===== src/rtl/ecube_pkg.sv =====
package ecube_pkg;

  // Index of least significant set bit; 32 when the vector is zero.
  function automatic int unsigned low_bit_idx(input logic [31:0] v);
    int unsigned idx;
    idx = 32;
    for (int b = 31; b >= 0; b--) begin
      if (v[b]) idx = b;
    end
    return idx;
  endfunction

endpackage


===== src/rtl/ecube_in_slot.sv =====
module ecube_in_slot #(
  parameter int DIM   = 3,
  parameter int PAY_W = 8,
  parameter int HOP_W = 3,
  localparam int FW    = HOP_W + DIM + PAY_W,
  localparam int NP    = DIM + 1,
  localparam int IDX_W = (NP > 1) ? $clog2(NP) : 1
) (
  input  logic             clk,
  input  logic             rst_n,
  input  logic [DIM-1:0]   own_addr,
  input  logic             in_valid,
  input  logic [FW-1:0]    in_flit,
  input  logic             deq,
  output logic             in_ready,
  output logic             full,
  output logic [FW-1:0]    flit,
  output logic [IDX_W-1:0] port
);
  import ecube_pkg::*;

  logic [DIM-1:0] diff;

  assign in_ready = !full;
  assign diff     = own_addr ^ flit[PAY_W +: DIM];

  always_comb begin
    if (diff == '0) port = IDX_W'(DIM);
    else            port = IDX_W'(low_bit_idx(32'(diff)));
  end

  always_ff @(posedge clk or negedge rst_n) begin
    if (!rst_n) begin
      full <= 1'b0;
      flit <= '0;
    end else if (in_valid && !full) begin
      full <= 1'b1;
      flit <= in_flit;
    end else if (deq) begin
      full <= 1'b0;
    end
  end

  // a buffered flit that is not taken stays put
  a_r6_slot_hold: assert property (@(posedge clk) disable iff (!rst_n)
    full && !deq |=> full && $stable(flit));
  // an accepted flit is held in the next cycle
  a_r8_accept: assert property (@(posedge clk) disable iff (!rst_n)
    in_valid && in_ready |=> full);

endmodule


===== src/rtl/ecube_rr_arb.sv =====
module ecube_rr_arb #(
  parameter int NP = 4,
  localparam int IDX_W = (NP > 1) ? $clog2(NP) : 1
) (
  input  logic             clk,
  input  logic             rst_n,
  input  logic [NP-1:0]    req,
  input  logic             advance,
  output logic [NP-1:0]    grant,
  output logic [IDX_W-1:0] gnt_idx
);
  logic [IDX_W-1:0] ptr;
  logic             found;
  int               cand;

  always_comb begin
    grant   = '0;
    gnt_idx = ptr;
    found   = 1'b0;
    cand    = 0;
    for (int off = 0; off < NP; off++) begin
      cand = int'(ptr) + off;
      if (cand >= NP) cand = cand - NP;
      if (!found && req[cand]) begin
        found       = 1'b1;
        grant[cand] = 1'b1;
        gnt_idx     = IDX_W'(cand);
      end
    end
  end

  // Stall parks the pointer on the winner so the offer stays stable.
  always_ff @(posedge clk or negedge rst_n) begin
    if (!rst_n) begin
      ptr <= '0;
    end else if (|req) begin
      if (!advance)                         ptr <= gnt_idx;
      else if (gnt_idx == IDX_W'(NP - 1))   ptr <= '0;
      else                                  ptr <= gnt_idx + IDX_W'(1);
    end
  end

  // at most one winner, and only a requester wins
  a_r7_onehot: assert property (@(posedge clk) disable iff (!rst_n)
    $onehot0(grant));
  a_r7_grant_req: assert property (@(posedge clk) disable iff (!rst_n)
    |req |-> ((grant & req) == grant) && (grant != '0));

endmodule


===== src/rtl/ecube_node_router.sv =====
module ecube_node_router #(
  parameter int DIM   = 3,
  parameter int PAY_W = 8,
  parameter int HOP_W = 3,
  localparam int FW    = HOP_W + DIM + PAY_W,
  localparam int NP    = DIM + 1,
  localparam int IDX_W = (NP > 1) ? $clog2(NP) : 1
) (
  input  logic             clk,
  input  logic             rst_n,
  input  logic [DIM-1:0]   own_addr,
  input  logic [NP-1:0]    in_valid,
  output logic [NP-1:0]    in_ready,
  input  logic [NP*FW-1:0] in_flit,
  output logic [NP-1:0]    out_valid,
  input  logic [NP-1:0]    out_ready,
  output logic [NP*FW-1:0] out_flit
);
  localparam int DST_LO = PAY_W;
  localparam int HOP_LO = PAY_W + DIM;

  logic [NP-1:0]    full;
  logic [NP-1:0]    deq;
  logic [FW-1:0]    slot_flit [NP];
  logic [IDX_W-1:0] slot_port [NP];
  logic [NP-1:0]    want      [NP];  // want[i][o]: input i asks for output o
  logic [NP-1:0]    req_o     [NP];  // req_o[o][i]
  logic [NP-1:0]    grant     [NP];
  logic [IDX_W-1:0] gnt_idx   [NP];

  function automatic logic [FW-1:0] bump_hops(input logic [FW-1:0] f);
    logic [FW-1:0] r;
    r = f;
    r[HOP_LO +: HOP_W] = f[HOP_LO +: HOP_W] + HOP_W'(1);
    return r;
  endfunction

  for (genvar i = 0; i < NP; i++) begin : g_in
    ecube_in_slot #(.DIM(DIM), .PAY_W(PAY_W), .HOP_W(HOP_W)) u_slot (
      .clk      (clk),
      .rst_n    (rst_n),
      .own_addr (own_addr),
      .in_valid (in_valid[i]),
      .in_flit  (in_flit[i*FW +: FW]),
      .deq      (deq[i]),
      .in_ready (in_ready[i]),
      .full     (full[i]),
      .flit     (slot_flit[i]),
      .port     (slot_port[i])
    );
    for (genvar o = 0; o < NP; o++) begin : g_want
      assign want[i][o]  = full[i] && (slot_port[i] == IDX_W'(o));
      assign req_o[o][i] = want[i][o];
    end
    // a held flit asks for exactly one output
    a_r3_one_target: assert property (@(posedge clk) disable iff (!rst_n)
      full[i] |-> $onehot(want[i]));
  end

  for (genvar o = 0; o < NP; o++) begin : g_out
    logic [FW-1:0] sel;
    ecube_rr_arb #(.NP(NP)) u_arb (
      .clk     (clk),
      .rst_n   (rst_n),
      .req     (req_o[o]),
      .advance (out_ready[o]),
      .grant   (grant[o]),
      .gnt_idx (gnt_idx[o])
    );
    assign sel          = slot_flit[gnt_idx[o]];
    assign out_valid[o] = |req_o[o];
    if (o < DIM) begin : g_link
      assign out_flit[o*FW +: FW] = bump_hops(sel);
      // link o only carries flits whose address differs lowest at bit o
      a_r3_dim: assert property (@(posedge clk) disable iff (!rst_n)
        out_valid[o] |->
          ((out_flit[o*FW + DST_LO +: DIM] ^ own_addr) & ((DIM'(1) << o) | ((DIM'(1) << o) - DIM'(1))))
          == (DIM'(1) << o));
    end else begin : g_eject
      assign out_flit[o*FW +: FW] = sel;
      // only flits addressed to this node are ejected
      a_r2_eject: assert property (@(posedge clk) disable iff (!rst_n)
        out_valid[o] |-> out_flit[o*FW + DST_LO +: DIM] == own_addr);
    end
    // a stalled offer does not change
    a_r6_stable: assert property (@(posedge clk) disable iff (!rst_n)
      out_valid[o] && !out_ready[o] |=> out_valid[o] && $stable(out_flit[o*FW +: FW]));
  end

  always_comb begin
    deq = '0;
    for (int o = 0; o < NP; o++) begin
      for (int i = 0; i < NP; i++) begin
        deq[i] = deq[i] | (grant[o][i] & out_ready[o]);
      end
    end
  end

  // nothing is offered in the first cycle after reset
  a_r1_idle: assert property (@(posedge clk) $rose(rst_n) |-> out_valid == '0);

endmodule


===== config.mk =====
export PLATFORM = sky130hd
export DESIGN_NAME = ecube_node_router
export DESIGN_NICKNAME = d
export VERILOG_FILES = /design/src/rtl/ecube_pkg.sv /design/src/rtl/ecube_in_slot.sv /design/src/rtl/ecube_rr_arb.sv /design/src/rtl/ecube_node_router.sv
export SDC_FILE = /design/constraint.sdc
export NUM_CORES = 1
export LEC_CHECK = 0
export BUFFER_PORTS_ARGS = -buffer_cell sky130_fd_sc_hd__buf_2
export CORE_AREA = 2 2 107 109
export DETAILED_ROUTE_END_ITERATION = 8
export DIE_AREA = 0 0 109 111
export PLACE_DENSITY = 0.87
export SLEW_MARGIN = 30
export SYNTH_ARGS = -nofsm -noshare
export SYNTH_HDL_FRONTEND = slang
export SYNTH_HIERARCHICAL = 1
export SYNTH_SLANG_ARGS = --single-unit
export TNS_END_PERCENT = 5

===== constraint.sdc =====
create_clock -name clk -period 8.2 [get_ports clk]
set_clock_uncertainty 0.1 [all_clocks]
set_input_delay 0.41 -clock clk [delete_from_list [all_inputs] [get_ports clk]]
set_output_delay 0.41 -clock clk [all_outputs]
set_load 0.005 [all_outputs]

==> results.cfg <==
[drt]
wl_met2_microns = 9548
drt_iter0_markers = 775
via_per_inst = 6.812
top_layer = met4
drt_first_pass_iters = 7
wl_met3_microns = 1862
drc = 0
met1_length_microns = 6631
wl_per_cell_microns = 23.98
route.vias.total = 5354
wl_microns = 18850
ant_nets = 0

[sta]
tightestPinTransition_ns = 1.009
max_freq_ghz = 0.1965
fin_hold_ws_ns = 0.07184
slew_headroom_pct = 32.57
finalSetupViolations = 0
hold_viol_final = 0
rsz0062_at_grt = false
setup_tns_ns = 0
period_needed_ns = 5.089
slew_viol_final = 0
post-route-period-util_pct = 62.07

[clock_tree]
cts.repair.resized = 0
clock_latency_ns = 0.34
cts-root-buf = clkbuf_16
postCtsHoldBufs = 0
numCtsBuffers = 9
cts_tree = done
h-tree-depth = 3
cts.sinks = 68
cts_setup_buffers = 0
cts.clk_slew.worst_paths_ns = 0.06
clk_path_buf_depth = 2

[synth]
synth-edff-count = 0
synth_fp_nets = 617
yosysMostFrequentCell = dfrtp_1
syn_inst = 510
ys_ff_latch = 68
yosys.area.top_type = dfrtp_1
synth_top_area_share_pct = 25.89
synth_area_per_cell_sq_um = 12.89
synthFlopType = dfrtp_1
synth_area_leaders = dfrtp_1 (26%), mux4_2 (22%), mux2_4 (8.9%)
netlist_top_cells_count = dfrtp_1 (68), mux4_2 (64), a22oi_1 (40)
async_reset_ff_share_pct = 100.0
yosys.cell_types.count = 51
ys_seq_area_share_pct = 25.89
ys.warnings.count = 6
syn-cell-area_sq_um = 6573

[final_layout]
regArea_sq_um = 1702
drive_gt1_share_pct = 49.30
fillers = 699
final_area_sq_um = 7624
multi_input_area_sq_um = 4553
nets = 745
antenna_cells = 0
syn_to_final_growth_pct = 15.99

[placement]
gp_congestion = 0.9842
port_buffers = 132
hpwlAfterDp_microns = 13220
placed_area_sq_um = 7273

[global_routing]
overflow = 0
grt_pass1_wl_microns = 30330
grt_max_degree = 69
track_usage_pct = 32.85
grt_pass1_vias = 5710
antenna_found_initial = 0

[critical_path]
startpoint_type = flop
r2r_setup_slack_ns = 4.28
worstSetupEndpoint = out_flit[13]
startpoint = g_in[2].u_slot/flit[8]
critical_path_class = reg2out
critical_path.max_fanout = 15
arrival_ns = 4.58
r2r_end = g_out[0].u_arb/ptr[0]
r2r_cells = 12
worstPathRequired_ns = 7.69
crit_path_end_kind = primary output
r2r-start = g_in[2].u_slot/flit[8]

[floorplanning]
die-area_sq_um = 12100
die_h_microns = 111
dieWidth_microns = 109
rows = 39
ios = 133
start_util_pct = 59.34
coreArea_sq_um = 11080

[status]
status = finished, final reports clean

[worst_hold_path]
min_path_type = in2async

[run]
cap_violations = 0
## worst min-delay path by stage
stage                     slack, ns                      end                    from
after CTS                      0.20   g_in[2].u_slot/flit[7]             in_flit[35]
after global routing           0.12  g_in[3].u_slot/flit[13]                   rst_n
after global placement         0.44   g_in[2].u_slot/flit[7]  g_in[2].u_slot/flit[7]
after detailed placement       0.47   g_in[2].u_slot/flit[5]  g_in[2].u_slot/flit[5]
after floorplan                0.01   g_in[0].u_slot/flit[0]                   rst_n
final                          0.07  g_in[3].u_slot/flit[13]                   rst_n
## flip-flops by register name, summed over array words and instances, names as in the netlist
register,flops
g_in.u_slot/flit,56
g_out.u_arb/ptr,8
g_in.u_slot/full,4
## critical path, cell delays in order (launching register included)
cell	delay (ns)
dfrtp_1	0.45
xor2_1	0.21
o21ba_2	0.21
nor3b_1	0.83
mux2i_1	0.24
mux2i_2	0.53
a211o_4	0.21
xnor2_2	0.11
buf_4	0.34
mux4_2	0.58
ha_1	0.23
xor2_1	0.16
buf_2	0.13
## cell families after synthesis
logic type | count (synthesis) | share of synthesized area, %
xor gates and xnor gates | 21 | 2.798
DFF | 68 | 25.89
muxes | 145 | 38.28
AOI/OAI and AO/OA | 103 | 12.13
and+or+nand+nor | 82 | 7.805
adders and majority gates | 38 | 7.234
buffers and inverters | 53 | 5.863
## per-stage QoR
step	utilization, %	instances	worst slack (ns)
floorplan	-	510	4.264
global placement	65.62	770	3.733
detailed placement	65.66	770	3.568
CTS	68.75	786	3.192
global route	68.82	786	2.908
finish	68.82	786	3.111
## cell type report
type,count,area share (%)
clock buffers,10,3.003
clock inverters,6,1.477
inverters,27,1.329
multi-input cells,389,59.72
flip-flops and latches,68,22.32
well taps,143,2.347
repair buffers,143,9.798
## cells in the final DEF, fill, tap and decap left out, drive strengths merged, types with 9 or more instances in the layout
cell    count
inv        27
nor2       19
clkbuf     10
buf       143
a22oi      40
mux2i      20
xor2       11
xnor2      10
o21ai      26
ha         38
mux2       59
mux4       66
dfrtp      68
nor2b       9
## routing by layer
layer,global-route usage [%],vias up
met5,0,-
met4,16.58,0
met3,7.937,70
met2,53.17,378
met1,40.68,2651
li1,-,2255
Power is left out: the tool's default activity adds up to more than one toggle a clock period on the data nets, which glitch-free logic cannot reach.
